==> src/rtl/por_pkg.sv <==
package por_pkg;

  typedef enum logic {
    PST_HOLD     = 1'b0,
    PST_RELEASED = 1'b1
  } por_state_e;

endpackage

==> src/rtl/por_flag_sync.sv <==
module por_flag_sync #(
  parameter int unsigned NUM_FLAGS = 2
) (
  input  logic                 clk,
  input  logic                 rst_n,
  input  logic [NUM_FLAGS-1:0] flag_async,
  output logic [NUM_FLAGS-1:0] flag_sync
);

  logic [NUM_FLAGS-1:0] meta_q;
  logic [NUM_FLAGS-1:0] stab_q;

  for (genvar g = 0; g < NUM_FLAGS; g++) begin : g_chan
    always_ff @(posedge clk or negedge rst_n) begin
      if (!rst_n) begin
        meta_q[g] <= 1'b0;
        stab_q[g] <= 1'b0;
      end else begin
        meta_q[g] <= flag_async[g];
        stab_q[g] <= meta_q[g];
      end
    end
  end

  assign flag_sync = stab_q;

endmodule

==> src/rtl/por_tick_gen.sv <==
module por_tick_gen #(
  parameter int unsigned DIV_CYCLES = 1000
) (
  input  logic clk,
  input  logic rst_n,
  input  logic run,
  output logic tick
);

  localparam int unsigned DW = (DIV_CYCLES > 1) ? $clog2(DIV_CYCLES) : 1;
  localparam logic [DW-1:0] DIV_MAX = DW'(DIV_CYCLES - 1);

  logic [DW-1:0] div_q;
  logic [DW-1:0] div_d;
  logic          div_en;
  logic          at_max;

  assign at_max = (div_q == DIV_MAX);
  assign tick   = run && at_max;

  always_comb begin
    div_en = 1'b1;
    div_d  = div_q;
    if (!run) begin
      div_d = '0;
    end else if (at_max) begin
      div_d = '0;
    end else begin
      div_d = div_q + 1'b1;
    end
  end

  always_ff @(posedge clk or negedge rst_n) begin
    if (!rst_n) begin
      div_q <= '0;
    end else if (div_en) begin
      div_q <= div_d;
    end
  end

  AST_DIV_BOUND: assert property (@(posedge clk) disable iff (!rst_n)
    div_q <= DIV_MAX);

  AST_DIV_CLEAR: assert property (@(posedge clk) disable iff (!rst_n)
    !run |=> (div_q == '0));

endmodule

==> src/rtl/por_release_timer.sv <==
module por_release_timer
  import por_pkg::*;
#(
  parameter int unsigned TIMEOUT_TICKS = 315
) (
  input  logic clk,
  input  logic rst_n,
  input  logic qualified,
  input  logic tick,
  output logic released
);

  localparam int unsigned TW = (TIMEOUT_TICKS > 1) ? $clog2(TIMEOUT_TICKS) : 1;
  localparam logic [TW-1:0] TICK_MAX = TW'(TIMEOUT_TICKS - 1);

  por_state_e    state_q;
  por_state_e    state_d;
  logic [TW-1:0] tcnt_q;
  logic [TW-1:0] tcnt_d;
  logic          tcnt_en;

  always_comb begin
    state_d = state_q;
    tcnt_d  = tcnt_q;
    tcnt_en = 1'b0;
    if (!qualified) begin
      state_d = PST_HOLD;
      tcnt_d  = '0;
      tcnt_en = 1'b1;
    end else begin
      case (state_q)
        PST_HOLD: begin
          if (tick) begin
            tcnt_en = 1'b1;
            if (tcnt_q == TICK_MAX) begin
              state_d = PST_RELEASED;
              tcnt_d  = '0;
            end else begin
              tcnt_d = tcnt_q + 1'b1;
            end
          end
        end
        PST_RELEASED: begin
          state_d = PST_RELEASED;
        end
        default: begin
          state_d = PST_HOLD;
        end
      endcase
    end
  end

  always_ff @(posedge clk or negedge rst_n) begin
    if (!rst_n) begin
      state_q <= PST_HOLD;
    end else begin
      state_q <= state_d;
    end
  end

  always_ff @(posedge clk or negedge rst_n) begin
    if (!rst_n) begin
      tcnt_q <= '0;
    end else if (tcnt_en) begin
      tcnt_q <= tcnt_d;
    end
  end

  assign released = (state_q == PST_RELEASED);

  AST_TICK_BOUND: assert property (@(posedge clk) disable iff (!rst_n)
    tcnt_q <= TICK_MAX);

  AST_RELEASE_ON_TICK: assert property (@(posedge clk) disable iff (!rst_n)
    $rose(released) |-> $past(tick && qualified));

  AST_DROP_CLEARS: assert property (@(posedge clk) disable iff (!rst_n)
    !qualified |=> (!released && tcnt_q == '0));

  AST_RELEASE_HOLDS: assert property (@(posedge clk) disable iff (!rst_n)
    (released && qualified) |=> released);

endmodule

==> src/rtl/rail_por_timer.sv <==
module rail_por_timer #(
  parameter int unsigned NUM_RAILS     = 2,
  parameter int unsigned DIV_CYCLES    = 1000,
  parameter int unsigned TIMEOUT_TICKS = 315
) (
  input  logic                 clk,
  input  logic                 rst_n,
  input  logic                 enable,
  input  logic                 uvlo,
  input  logic                 ss_done,
  input  logic [NUM_RAILS-1:0] rail_good_raw,
  output logic                 por_pull_low
);

  logic [NUM_RAILS-1:0] rail_good_s;
  logic                 all_rails_good;
  logic                 qualified;
  logic                 tick;
  logic                 released;

  por_flag_sync #(
    .NUM_FLAGS (NUM_RAILS)
  ) u_sync (
    .clk        (clk),
    .rst_n      (rst_n),
    .flag_async (rail_good_raw),
    .flag_sync  (rail_good_s)
  );

  assign all_rails_good = &rail_good_s;
  assign qualified      = enable && !uvlo && ss_done && all_rails_good;

  por_tick_gen #(
    .DIV_CYCLES (DIV_CYCLES)
  ) u_tick (
    .clk   (clk),
    .rst_n (rst_n),
    .run   (qualified && !released),
    .tick  (tick)
  );

  por_release_timer #(
    .TIMEOUT_TICKS (TIMEOUT_TICKS)
  ) u_timer (
    .clk       (clk),
    .rst_n     (rst_n),
    .qualified (qualified),
    .tick      (tick),
    .released  (released)
  );

  assign por_pull_low = !(released && qualified);

  always_comb begin
    if (rst_n && (!enable || uvlo)) begin
      AST_FORCE_LOW: assert (por_pull_low);
    end
  end

  AST_SS_GATES: assert property (@(posedge clk) disable iff (!rst_n)
    !ss_done |-> por_pull_low);

  AST_RELEASE_NEEDS_RAILS: assert property (@(posedge clk) disable iff (!rst_n)
    !por_pull_low |-> (&$past(rail_good_raw, 2)));

endmodule

==> config.mk <==
export PLATFORM = sky130hd
export DESIGN_NAME = rail_por_timer
export DESIGN_NICKNAME = d
export VERILOG_FILES = /design/src/rtl/por_pkg.sv /design/src/rtl/por_flag_sync.sv /design/src/rtl/por_tick_gen.sv /design/src/rtl/por_release_timer.sv /design/src/rtl/rail_por_timer.sv
export SDC_FILE = /design/constraint.sdc
export NUM_CORES = 1
export LEC_CHECK = 0
export BUFFER_PORTS_ARGS = -buffer_cell sky130_fd_sc_hd__buf_2
export CORE_ASPECT_RATIO = 0.5
export CORE_MARGIN = 2
export CORE_UTILIZATION = 34
export DETAILED_ROUTE_END_ITERATION = 16
export GPL_ROUTABILITY_DRIVEN = 1
export GPL_TIMING_DRIVEN = 0
export PLACE_DENSITY = 0.59
export SETUP_SLACK_MARGIN = 0.5
export SKIP_LAST_GASP = 1
export SYNTH_ARGS = -nofsm -noshare
export SYNTH_HDL_FRONTEND = slang
export SYNTH_SLANG_ARGS = --single-unit
==> constraint.sdc <==
create_clock -name clk -period 4.4 [get_ports clk]
set_clock_uncertainty 0.2 [all_clocks]
set_input_delay 0 -clock clk [delete_from_list [all_inputs] [get_ports clk]]
set_output_delay 0 -clock clk [all_outputs]
set_load 0.01 [all_outputs]
* Word-level counts from Yosys, hierarchy flattened *
Cells that the tools add are included.

storage, ports and cells
  register bits after elaboration = 24
  bits of input ports = 7
  output and inout bits = 1

cells by class
  $add $sub $neg = 2
  equality and inequality tests = 4
  mux-type cells = 13
  bitwise operators = 1
  reductions and logical operators = 11

operators by type and width
  cell                                                    count
  two-way mux 9 bit                                       4
  two-way mux 10 bit                                      2
  adder 10 x 1 -> 10 bit (second input constant)          1
  == test 10 bit (second input constant)                  1
  adder 9 x 1 -> 9 bit (second input constant)            1
  == test 9 bit (second input constant)                   1
  logical AND 1 bit                                       6
  two-way mux 1 bit                                       6
  logical NOT 1 bit                                       3
  AND reduction 3 bit                                     1
  inequality test 2 x 1 -> 1 bit (second input constant)  1
  inequality test 2 bit (second input constant)           1
  case mux 1 bit (2 select lines)                         1
  AND reduction 2 bit                                     1
  NOT 1 bit                                               1

* Logic depth before layout (Yosys ltp) *
  depth after elaboration = 10
  depth in mapped cells = 7
  depth with buffers taken out = 6

* Modules after synthesis *
Synthesis repeated with hierarchy kept, for this count alone.

second synthesis, totals
  cell total of the unflattened synthesis = 124
  area total of the unflattened synthesis = 1212.4 µm²

modules (own cells, without submodules)
  module             times used  cells each  area each (µm²)  seq. area each (µm²)
  por_release_timer  1           63          589.3            250.2
  por_tick_gen       1           53          499.2            250.2
  por_flag_sync      1           4           100.1            100.1
  rail_por_timer     1           4           23.8             0.0

* Least setup slack after synthesis *
OpenSTA, ideal clock, no wires.

  path type = register -> register
  start point = reg u_tick.div_q[4]
  end point = reg u_timer.tcnt_q[4]
  library setup time = 0.077 ns
  arrival time = 1.783 ns
  setup slack = 2.339 ns
  stages on the path, launching flop included = 6
  clock period less this slack = 2.061 ns
  cell sequence = dfrtp_1 > or3b_1 > or4_1 > buf_2 > or3_1 > a21oi_1

on the way
  cells in the longest elaborated chain, start to end = 6
  elaborated cells on any way between the ends = 7

RTL lines
  element                            RTL line                 text
  from (decl)                        por_tick_gen.sv:13       logic [DW-1:0] div_q;
  from (signal assigned)             por_tick_gen.sv:37       div_q <= div_d;
  == test 10 bit (*)                 por_tick_gen.sv:18       assign at_max = (div_q == DIV_MAX);
  logical AND 1 bit (*)              por_tick_gen.sv:19       assign tick = run && at_max;
  two-way mux 1 bit                  por_release_timer.sv:33  if (tick) begin
  two-way mux 1 bit                  por_release_timer.sv:31  case (state_q)
  two-way mux 1 bit                  por_release_timer.sv:26  if (!qualified) begin
  AND reduction 3 bit (no line) (*)  -
  to (signal assigned)               por_release_timer.sv:65  tcnt_q <= tcnt_d;
  to (decl)                          por_release_timer.sv:18  logic [TW-1:0] tcnt_q;

Mark *: on every way between the ends. The rest lies on a longest branch, timed or not.
A chain may end at the register's enable or synchronous reset.

* Worst setup path after layout *
  start point = reg u_tick.div_q[4]
  end point = reg u_tick.div_q[7]

on the way
  cells in the longest elaborated chain, start to end = 3
  elaborated cells on any way between the ends = 4

RTL lines
  element                                                          RTL line                                text
  adder 10 x 1 -> 10 bit / == test 10 bit (equally long branches)  por_tick_gen.sv:29, por_tick_gen.sv:18
  two-way mux 10 bit (*)                                           por_tick_gen.sv:26                      end else if (at_max) begin
  two-way mux 10 bit (*)                                           por_tick_gen.sv:24                      if (!run) begin
  via u_tick.div_d[7]                                              por_tick_gen.sv:14                      logic [DW-1:0] div_d;

The timed path passes the listed nets; every way through them passes the cells marked *.

==> metrics <==
run status=complete, no violations; final setup fails=0; number of I/O pins=8; area growth from synthesis to layout=15.6%; CTS max path bufs=2; post-synthesis area per instance=9.58 um^2; fillcell total=338; IO buf count=7; PnR Total Power=360 uW; worst min-delay path category=primary input to flip-flop; max-slew violations=0; full die area=4100 um^2; total routing usage reported by global routing=13.0%; actual slew at the worst max-slew pin=0.627 ns; Power Density=256 nW/um^2; EDFF count, synth=0; HPWL after detailed placement=1580 um; Worst EP required=4.33 ns; Post-Syn Area=1220 um^2; DRT antenna net count=0; Max transition margin=58.0%; reported leakage power=0.000533 uW; cell row count=15; Seq/Total Area, Yosys=49.4%; diodes inserted=0; die extent in x=88.6 um; Via-to-Cell Ratio=4.92; WP data arrival=2.17 ns; share of cells above drive strength 1=9.86%; number of synthesis warnings=0; Initial Utilization=35.4%; setup repair after global routing missed its margin=false; Area contributors post-synth=sky130_fd_sc_hd__dfrtp_1 (49%), sky130_fd_sc_hd__nand3_1 (4.9%), sky130_fd_sc_hd__xnor2_1 (4.3%); pin count of the biggest net entering global routing=25; Pre-Repair DR Iteration Count=4; vertical extent of the die=46.3 um; clk sink count=24; top cell type by total area after synthesis=sky130_fd_sc_hd__dfrtp_1; clock-pin slew on the worst setup and hold paths=0.08 ns; setup repair bufs after CTS=0; Fin Setup TNS=0 ns; upper clock frequency limit=0.447 GHz; clock insertion delay at the later pin of the skew report=0.27 ns; cell count of the worst hold path=5; critical path class=flip-flop to flip-flop; cells after synthesis=127; Max Cap Violations=0; final hold violation count=0; final critical path time including I/O delays and setup=2.24 ns; global-route wire length before repair=3970 um; Worst IR Drop VDD=0.127 mV; CTS H-Tree Depth=1; sum of overflow across all layers after global routing=0; final worst path period share=50.9%; worst reg-to-reg path cell count=5; Synth Register Bits=24; top fanout value on the critical path=10; drt first-iter violations=42; sequential standard cell area=601 um^2; clock root buffer=sky130_fd_sc_hd__clkbuf_8; placeable core region=3430 um^2; gp weighted congestion=0.774; number of DRC violations after detailed routing=0; Synthesized Nets=137; Final nets=154; DR vias=949; most used flip-flop cell after synthesis=sky130_fd_sc_hd__dfrtp_1; Distinct cells, synth=32; clock tree from TritonCTS=done; routed wirelength normalized by instance count=11.6 um; area share of the largest cell type after synthesis=49.4%; Critical Path End Type=flip-flop; multi-input logic area=581 um^2; vias in the first global route=856; category of the worst setup path launch point=flip-flop; drt total wl=2240 um; number of CTS-inserted buffers=3; number of antenna violations at the first check in global routing=0; fraction of registers with async set/reset=100%
-- flip-flops by register name (all words and copies together) (netlist names) --
register          count
u_tick.div_q         10
u_timer.released      1
u_sync.meta_q         2
u_sync.flag_sync      2
u_timer.tcnt_q        9
-- where the power goes --
| group | internal, uW | total (uW) | switching [uW] |
|---|---|---|---|
| registers | 222 | 223 | 0.682 |
| logic | 5.27 | 12.2 | 6.97 |
| clock network | 61.2 | 125 | 63.7 |
-- cell type report --
type                            instances  area share, %
Tap cell                               51           4.54
Inverter                                5           1.33
Buffer                                  4           1.16
Clock buffer                            3           2.94
Multi-Input combinational cell         94           41.3
Timing Repair Buffer                   12           6.05
Sequential cell                        24           42.7
-- critical path: stages, from the launching register on --
cell and delay (ns):
sky130_fd_sc_hd__dfrtp_1 0.42, sky130_fd_sc_hd__or3b_1 0.41, sky130_fd_sc_hd__nor3_2 0.49, sky130_fd_sc_hd__nand2b_1 0.18, sky130_fd_sc_hd__clkbuf_1 0.30, sky130_fd_sc_hd__nor2_1 0.10
-- kinds of logic after synthesis --
family          synth area share [%]
simple gates                    27.3
flops                           49.4
compound gates                  10.9
xor+xnor                        6.48
buf+inv                         2.88
fa+ha+maj                       3.09
-- final timing paths --
kind / slack, ns / from / end
max in group asynchronous: 3.61 / rst_n / u_sync.flag_sync[1]
max: 2.16 / u_tick.div_q[4] / u_tick.div_q[7]
min: 0.02 / enable / u_timer.tcnt_q[8]
min in group asynchronous: 0.04 / rst_n / u_timer.tcnt_q[4]
max reg2reg: 2.16 / u_tick.div_q[4] / u_tick.div_q[7]
min reg2reg: 0.15 / u_sync.meta_q[0] / u_sync.flag_sync[0]
-- synth_stat cells (2+ instances only) --
| master | number |
|---|---|
| sky130_fd_sc_hd__nand2_1 | 13 |
| sky130_fd_sc_hd__a21oi_1 | 6 |
| sky130_fd_sc_hd__clkbuf_1 | 3 |
| sky130_fd_sc_hd__o2111ai_1 | 4 |
| sky130_fd_sc_hd__nand3_1 | 12 |
| sky130_fd_sc_hd__xnor2_1 | 6 |
| sky130_fd_sc_hd__ha_1 | 3 |
| sky130_fd_sc_hd__nor2_1 | 12 |
| sky130_fd_sc_hd__o21a_1 | 2 |
| sky130_fd_sc_hd__o2bb2ai_1 | 2 |
| sky130_fd_sc_hd__inv_1 | 5 |
| sky130_fd_sc_hd__o31a_1 | 2 |
| sky130_fd_sc_hd__or4_1 | 2 |
| sky130_fd_sc_hd__dfrtp_1 | 24 |
| sky130_fd_sc_hd__nor4_1 | 2 |
| sky130_fd_sc_hd__nand4_1 | 3 |
| sky130_fd_sc_hd__xor2_1 | 3 |
| sky130_fd_sc_hd__o21ai_0 | 2 |
| sky130_fd_sc_hd__nand2b_1 | 2 |
| sky130_fd_sc_hd__nor3_1 | 7 |
-- stage by stage --
stage / utilization (%) / cells / instance area [um^2] / worst slack, ns / hold WS [ns]
floorplan: - / 127 / 1220 / 2.34 / -0.496
global placement: 38.3 / 185 / 1320 / 2.19 / -0.191
detailed placement: 38.3 / 185 / 1320 / 2.16 / -0.185
CTS: 40.9 / 193 / 1410 / 2.13 / 0.0183
global route: 40.9 / 193 / 1410 / 2.00 / 0.0588
finish: 40.9 / 193 / 1410 / 2.16 / 0.0232
-- layer usage --
metal	part of all wire [%]	GRT usage, %	vias to the layer above
met4	0.85	4.55	0
met1	51	18.0	449
met3	3.1	2.69	2
met2	45	20.5	15
met5	0	0	-
li1	-	-	483
-- what timing repair did --
item	CTS	global route
setup endpoints to repair	0	0
hold buffers	5	0
gates resized for setup	0	0
endpoints found under the hold margin	27	0
-- placed cells by master, fill, tap and decap left out, types with 2 or more instances in the layout --
| master | n |
|---|---|
| sky130_fd_sc_hd__nor4_1 | 2 |
| sky130_fd_sc_hd__clkbuf_1 | 3 |
| sky130_fd_sc_hd__dfrtp_1 | 24 |
| sky130_fd_sc_hd__o21a_1 | 2 |
| sky130_fd_sc_hd__nand2_1 | 13 |
| sky130_fd_sc_hd__clkbuf_8 | 3 |
| sky130_fd_sc_hd__xor2_1 | 3 |
| sky130_fd_sc_hd__o31a_1 | 2 |
| sky130_fd_sc_hd__xnor2_1 | 6 |
| sky130_fd_sc_hd__nor2_1 | 12 |
| sky130_fd_sc_hd__nand3_1 | 12 |
| sky130_fd_sc_hd__nor3_1 | 7 |
| sky130_fd_sc_hd__nand2b_1 | 2 |
| sky130_fd_sc_hd__a21oi_1 | 6 |
| sky130_fd_sc_hd__buf_2 | 8 |
| sky130_fd_sc_hd__o21ai_0 | 2 |
| sky130_fd_sc_hd__dlygate4sd3_1 | 5 |
| sky130_fd_sc_hd__ha_1 | 3 |
| sky130_fd_sc_hd__nand4_1 | 3 |
| sky130_fd_sc_hd__o2111ai_1 | 4 |
| sky130_fd_sc_hd__o2bb2ai_1 | 2 |
| sky130_fd_sc_hd__inv_1 | 5 |
| sky130_fd_sc_hd__or4_1 | 2 |
Note: power is estimated with default switching activity, not from simulation.
